===== src/rtl/wdk_pkg.sv =====
package wdk_pkg;

  localparam logic [15:0] CFG_KEY_A = 16'h3333;
  localparam logic [15:0] CFG_KEY_B = 16'hCCCC;
  localparam logic [15:0] SVC_KEY_A = 16'hAAAA;
  localparam logic [15:0] SVC_KEY_B = 16'h5555;

  typedef enum logic [1:0] {
    SEQ_IDLE = 2'd0,
    SEQ_CFG1 = 2'd1,
    SEQ_CFG2 = 2'd2,
    SEQ_SVC1 = 2'd3
  } wdk_seq_e;

  // both enable bits must be set
  function automatic logic word_enables(input logic [15:0] w);
    return w[15] & w[14];
  endfunction

  // index of the lowest set timeout bit (bit idx+1); none set -> longest
  function automatic int unsigned tap_index(input logic [15:0] w,
                                            input int unsigned count);
    int unsigned idx;
    idx = count - 1;
    for (int i = 13; i >= 0; i--) begin
      if (i < int'(count) && w[i+1]) idx = i;
    end
    return idx;
  endfunction

endpackage


===== src/rtl/wdk_key_seq.sv =====
module wdk_key_seq
  import wdk_pkg::*;
(
  input  logic        clk,
  input  logic        rst_n,
  input  logic        wr_en,
  input  logic [15:0] wr_data,
  output logic        commit_o,
  output logic        service_o
);

  wdk_seq_e state_q, state_d;

  always_comb begin
    state_d   = state_q;
    commit_o  = 1'b0;
    service_o = 1'b0;
    if (wr_en) begin
      unique case (state_q)
        SEQ_IDLE: begin
          if (wr_data == CFG_KEY_A)      state_d = SEQ_CFG1;
          else if (wr_data == SVC_KEY_A) state_d = SEQ_SVC1;
          else                           state_d = SEQ_IDLE;
        end
        SEQ_CFG1: state_d = (wr_data == CFG_KEY_B) ? SEQ_CFG2 : SEQ_IDLE;
        SEQ_CFG2: begin
          commit_o = 1'b1;
          state_d  = SEQ_IDLE;
        end
        SEQ_SVC1: begin
          service_o = (wr_data == SVC_KEY_B);
          state_d   = SEQ_IDLE;
        end
        default: state_d = SEQ_IDLE;
      endcase
    end
  end

  always_ff @(posedge clk or negedge rst_n) begin
    if (!rst_n) state_q <= SEQ_IDLE;
    else        state_q <= state_d;
  end

  // idle bus leaves the sequencer where it was
  a_r10_idle_bus_holds: assert property (@(posedge clk) disable iff (!rst_n)
    !wr_en |=> $stable(state_q));

  // wrong second unlock word falls back to idle
  a_r3_break_to_idle: assert property (@(posedge clk) disable iff (!rst_n)
    (wr_en && state_q == SEQ_CFG1 && wr_data != CFG_KEY_B) |=> state_q == SEQ_IDLE);

  // a commit is always followed by idle
  a_r2_commit_then_idle: assert property (@(posedge clk) disable iff (!rst_n)
    commit_o |=> state_q == SEQ_IDLE);

endmodule


===== src/rtl/wdk_ctrl_reg.sv =====
module wdk_ctrl_reg
  import wdk_pkg::*;
#(
  parameter int unsigned TAP_COUNT = 8,
  localparam int unsigned TAP_IW = (TAP_COUNT > 1) ? $clog2(TAP_COUNT) : 1
) (
  input  logic              clk,
  input  logic              rst_n,
  input  logic              commit_i,
  input  logic [15:0]       data_i,
  output logic [15:0]       ctrl_o,
  output logic              enabled_o,
  output logic [TAP_IW-1:0] tap_o
);

  logic [15:0] ctrl_q;

  always_ff @(posedge clk or negedge rst_n) begin
    if (!rst_n)        ctrl_q <= '0;
    else if (commit_i) ctrl_q <= data_i;
  end

  assign ctrl_o    = ctrl_q;
  assign enabled_o = word_enables(ctrl_q);
  assign tap_o     = TAP_IW'(tap_index(ctrl_q, TAP_COUNT));

  // the register only moves on a keyed commit
  a_r2_ctrl_needs_commit: assert property (@(posedge clk) disable iff (!rst_n)
    !$stable(ctrl_q) |-> $past(commit_i));

endmodule


===== src/rtl/wdk_counter.sv =====
module wdk_counter #(
  parameter int unsigned TAP_BASE  = 24,
  parameter int unsigned TAP_COUNT = 8,
  localparam int unsigned TAP_IW = (TAP_COUNT > 1) ? $clog2(TAP_COUNT) : 1,
  localparam int unsigned CNT_W  = TAP_BASE + TAP_COUNT
) (
  input  logic              clk,
  input  logic              rst_n,
  input  logic              tick_i,
  input  logic              enable_i,
  input  logic              reload_i,
  input  logic [TAP_IW-1:0] tap_i,
  output logic              expired_o
);

  logic [CNT_W-1:0] cnt_q;
  logic [CNT_W-1:0] limit;
  logic             advance;
  logic             hit;

  assign limit   = {{(CNT_W-1){1'b0}}, 1'b1} << (TAP_BASE + int'(tap_i));
  assign advance = tick_i && enable_i && !expired_o && !reload_i;
  assign hit     = advance && (cnt_q == limit - 1'b1);

  always_ff @(posedge clk or negedge rst_n) begin
    if (!rst_n) begin
      cnt_q     <= '0;
      expired_o <= 1'b0;
    end else begin
      if (reload_i)     cnt_q <= '0;
      else if (advance) cnt_q <= cnt_q + 1'b1;
      if (hit) expired_o <= 1'b1;
    end
  end

  // any reload leaves a zero count
  a_r4_reload_zeroes: assert property (@(posedge clk) disable iff (!rst_n)
    reload_i |=> cnt_q == '0);

  // a disabled watchdog does not count
  a_r5_disabled_frozen: assert property (@(posedge clk) disable iff (!rst_n)
    (!enable_i && !reload_i) |=> $stable(cnt_q));

  // the count never passes the selected limit
  a_r7_count_bounded: assert property (@(posedge clk) disable iff (!rst_n)
    cnt_q <= limit);

  // expiry is sticky and stops the counter
  a_r9_expiry_sticky: assert property (@(posedge clk) disable iff (!rst_n)
    expired_o |=> expired_o);
  a_r9_count_halts: assert property (@(posedge clk) disable iff (!rst_n)
    (expired_o && !reload_i) |=> $stable(cnt_q));

endmodule


===== src/rtl/wdk_watchdog.sv =====
module wdk_watchdog #(
  parameter int unsigned TAP_BASE  = 24,
  parameter int unsigned TAP_COUNT = 8
) (
  input  logic        clk,
  input  logic        rst_n,
  input  logic        tick,
  input  logic        wr_en,
  input  logic [15:0] wr_data,
  output logic        wdt_reset,
  output logic [15:0] ctrl_q
);

  localparam int unsigned TAP_IW = (TAP_COUNT > 1) ? $clog2(TAP_COUNT) : 1;

  logic              commit;
  logic              service;
  logic              reload;
  logic              enabled;
  logic [TAP_IW-1:0] tap;

  wdk_key_seq u_seq (
    .clk       (clk),
    .rst_n     (rst_n),
    .wr_en     (wr_en),
    .wr_data   (wr_data),
    .commit_o  (commit),
    .service_o (service)
  );

  wdk_ctrl_reg #(.TAP_COUNT(TAP_COUNT)) u_ctrl (
    .clk       (clk),
    .rst_n     (rst_n),
    .commit_i  (commit),
    .data_i    (wr_data),
    .ctrl_o    (ctrl_q),
    .enabled_o (enabled),
    .tap_o     (tap)
  );

  assign reload = commit | service;

  wdk_counter #(.TAP_BASE(TAP_BASE), .TAP_COUNT(TAP_COUNT)) u_cnt (
    .clk       (clk),
    .rst_n     (rst_n),
    .tick_i    (tick),
    .enable_i  (enabled),
    .reload_i  (reload),
    .tap_i     (tap),
    .expired_o (wdt_reset)
  );

  // a request only rises out of an enabled state
  a_r5_rise_when_enabled: assert property (@(posedge clk) disable iff (!rst_n)
    $rose(wdt_reset) |-> $past(enabled));

  // service and commit are never the same write
  a_r4_one_reload_kind: assert property (@(posedge clk) disable iff (!rst_n)
    $onehot0({commit, service}));

endmodule


===== config.mk =====
export PLATFORM = sky130hd
export DESIGN_NAME = wdk_watchdog
export DESIGN_NICKNAME = d
export VERILOG_FILES = /design/src/rtl/wdk_pkg.sv /design/src/rtl/wdk_key_seq.sv /design/src/rtl/wdk_ctrl_reg.sv /design/src/rtl/wdk_counter.sv /design/src/rtl/wdk_watchdog.sv
export SDC_FILE = /design/constraint.sdc
export NUM_CORES = 1
export LEC_CHECK = 0
export ABC_AREA = 1
export BUFFER_PORTS_ARGS = -buffer_cell sky130_fd_sc_hd__buf_2
export CAP_MARGIN = 20
export CORE_MARGIN = 1.5
export CORE_UTILIZATION = 45
export CTS_CLUSTER_DIAMETER = 60
export DETAILED_ROUTE_END_ITERATION = 10
export HOLD_SLACK_MARGIN = 0.06
export PLACE_DENSITY = 0.71
export REMOVE_ABC_BUFFERS = 1
export SLEW_MARGIN = 20
export SYNTH_ARGS = -nofsm -noshare
export SYNTH_HDL_FRONTEND = slang
export SYNTH_SLANG_ARGS = --single-unit

===== constraint.sdc =====
create_clock -name clk -period 2.45 [get_ports clk]
set_input_delay 0.245 -clock clk [delete_from_list [all_inputs] [get_ports clk]]
set_output_delay 0.245 -clock clk [all_outputs]
set_load 0.02 [all_outputs]

==> results.json <==
{
  "antennaDiodeCount": 0,
  "rsz0062_at_grt": "false",
  "arrival_ns": 2.23,
  "period_minus_slack_ns": 1.97,
  "worstHoldPathType": "in -> reg",
  "slowest_stage": "dfrtp_1",
  "total_power_mw": 1.97,
  "area_delta_synth_final_pct": 12.2,
  "final.setup.worst_slack_ns": 0.479,
  "mostFrequentLayoutCells": "106 x nand2_1, 64 x inv_1, 56 x nor2_1",
  "coreArea_um2": 6910,
  "vias": 3187,
  "r2r_cells": 17,
  "cpPeakStageDelay_ns": 0.42,
  "routabilityCongestion": 0.880,
  "yosys_warnings": 0,
  "outcome": "complete, no violations",
  "dp_slack_ns": 0.500,
  "netlist_area_um2": 3270,
  "maxCapViolCount": 0,
  "cts_resized": 0,
  "pwr_density_cell_nw_per_um2": 538,
  "multi_input_area_um2": 1720,
  "hold_depth": 2,
  "hold_violations": 0,
  "syn_area_per_cell_um2": 7.12,
  "drt_wl_total_mm": 7.81,
  "finalClockSkew_ns": 0.0127,
  "final_common_cell": "nand2_1",
  "setup_viol": 0,
  "stdcell_count": 598,
  "finalNetCount": 523,
  "grt_max_degree": 52,
  "synthAdderAreaFrac_pct": 0.765,
  "route.antenna.remaining_nets": 0,
  "finalSetupTns_ns": 0,
  "clock-sinks": 51,
  "n_fill_cell": 686,
  "wire_per_inst_um": 13.1,
  "synth_seq_cells": 51,
  "crit_path_start": "u_ctrl.ctrl_o[5]",
  "synth_compound_area_share_pct": 10.1,
  "relSlewSlack_pct": 56.1,
  "ctsHoldBuffers": 1,
  "cts_tree": "done",
  "hold_start": "wr_en",
  "grt_first_pass_wirelength_mm": 13.3,
  "crit_type": "reg -> reg",
  "io_buffers": 36,
  "dr.pass1.iters": 5,
  "finalMaxSlewViolations": 0,
  "post-route-period-util_pct": 80.5,
  "cts_buffer_depth": 2,
  "drc": 0,
  "first_iter_violations": 160,
  "htree_levels": 2,
  "grt_pass1_vias": 2956,
  "die-height_um": 88.3,
  "crit_path_cell_trace": "nor2_1, nand2_1, nand3_1, nand3_1, ha_1, nor2_1, nor2_1, nand2_1, a21oi_1, nand2_1, nor2_1, nand2_1, inv_1, nand2_1, nor2_1, nand2_1, nand2_1",
  "netlist-cell-type-count": 36,
  "muxShareOfSynthArea_pct": 0,
  "layout-drive-gt1-share_pct": 13.9,
  "synth_xor_area_share_pct": 1.87,
  "num_rows": 30,
  "cp_max_fo": 4,
  "r2r-start": "u_ctrl.ctrl_o[5]",
  "postSynthCellCount": 460,
  "overflow": 0,
  "cts.reportedPaths.clkPinSlew_ns": 0.10,
  "utilization_pct": 53.2,
  "critPathLaunchType": "flip-flop",
  "dp_hpwl_mm": 5.90,
  "seq_area_um2": 1280,
  "crit_top_cell": "nand2_1",
  "cp-end-kind": "flip-flop",
  "tightest_slew_ns": 0.659,
  "ios": 37,
  "grt_usage_pct": 21.7,
  "dp.cells": 589,
  "initial_core_util_pct": 47.4,
  "insertion_delay_ns": 0.32,
  "critPathRequiredTime_ns": 2.71,
  "cts_root_buf": "clkbuf_8",
  "antenna_found_initial": 0,
  "route.detailed.vias_per_inst": 5.33,
  "chipWidth_um": 88.3,
  "max_freq_mhz": 507,
  "cellLeakagePower_nw": 1.69,
  "synth-simple-area-share_pct": 39.7,
  "dieArea_um2": 7790,
  "cts_buffers": 5,
  "post-cts-setup-buffer-count": 0,
  "seq_area_frac_synth_pct": 39.0,
  "peakVddDrop_v": 0.000309,
  "synth_top_family_by_area": "simple AND/OR/NAND/NOR gates"
}
## final cells by class
class	count	share of cell area, %
multi-input cells	336	46.8
inverters	66	6.75
well taps	96	3.27
repair buffers	41	6.00
flip-flops and latches	51	34.8
clock inverters	2	0.443
clock buffers	6	1.98
## worst max-delay path: cells and delay by family (launching register included)
kind            cells  cell delay [ns]
buf+inv             1             0.04
flops               1             0.42
simple gates       14             1.04
compound gates      1             0.11
fa+ha+maj           1             0.30
## report_power, final
group / internal [mW] / switching, mW
registers: 0.916 / 0.0819
logic: 0.156 / 0.310
clock network: 0.206 / 0.306
## flip-flops by register name, indices dropped and copies added, names as in the netlist
signal           flops
u_cnt.cnt_q         32
u_cnt.expired_o      1
u_ctrl.ctrl_o       16
u_seq.state_q        2
## layer usage
layer	global-route usage [%]	vias to the layer above	share of wire [%]
met5	0	-	0
met4	6.53	0	1.4
met3	3.17	11	3.3
met2	36.8	67	47
met1	28.9	1495	48
li1	-	1614	-
## worst paths after layout
kind	to	slack, ns
max	u_cnt.expired_o	0.48
min	u_seq.state_q[0]	0.19
max reg2reg	u_cnt.expired_o	0.48
min reg2reg	u_ctrl.ctrl_o[13]	0.50
max in group asynchronous	u_cnt.cnt_q[24]	1.43
min in group asynchronous	u_cnt.cnt_q[17]	0.55
## through the flow
step	instance area (um^2)	hold slack, ns
after floorplan	3240	-0.0506
after global placement	3570	0.404
after detailed placement	3570	0.402
after CTS	3670	0.173
after global routing	3670	0.196
final	3670	0.189
## cell usage after synthesis, drive strengths merged
cell	number	area share, %
o211a	1	0.31
nor3b	1	0.23
a31oi	3	0.57
and3	1	0.19
nand4	29	6.5
o21ai	33	5.2
nor4	9	1.7
nand2	111	13
xor2	7	1.9
dfrtp	51	39
inv	66	7.6
a21oi	15	2.3
nor2	63	8.5
nand3	34	6.0
o21a	3	0.69
ha	2	0.76
nand3b	1	0.23
buf	2	0.38
o31ai	1	0.23
o22ai	1	0.19
nor3	18	3.1
a211oi	2	0.46
clkbuf	5	0.57
o21bai	1	0.23
## logic make-up after synthesis
| kind of cell | count (synthesis) |
|---|---|
| XOR/XNOR | 7 |
| adder cells (fa/ha/maj) | 2 |
| flip-flops | 51 |
| AND/OR/NAND/NOR | 267 |
| buffers and inverters | 73 |
| AO/OA/AOI/OAI | 60 |
Power figures use the tool's default switching activity.
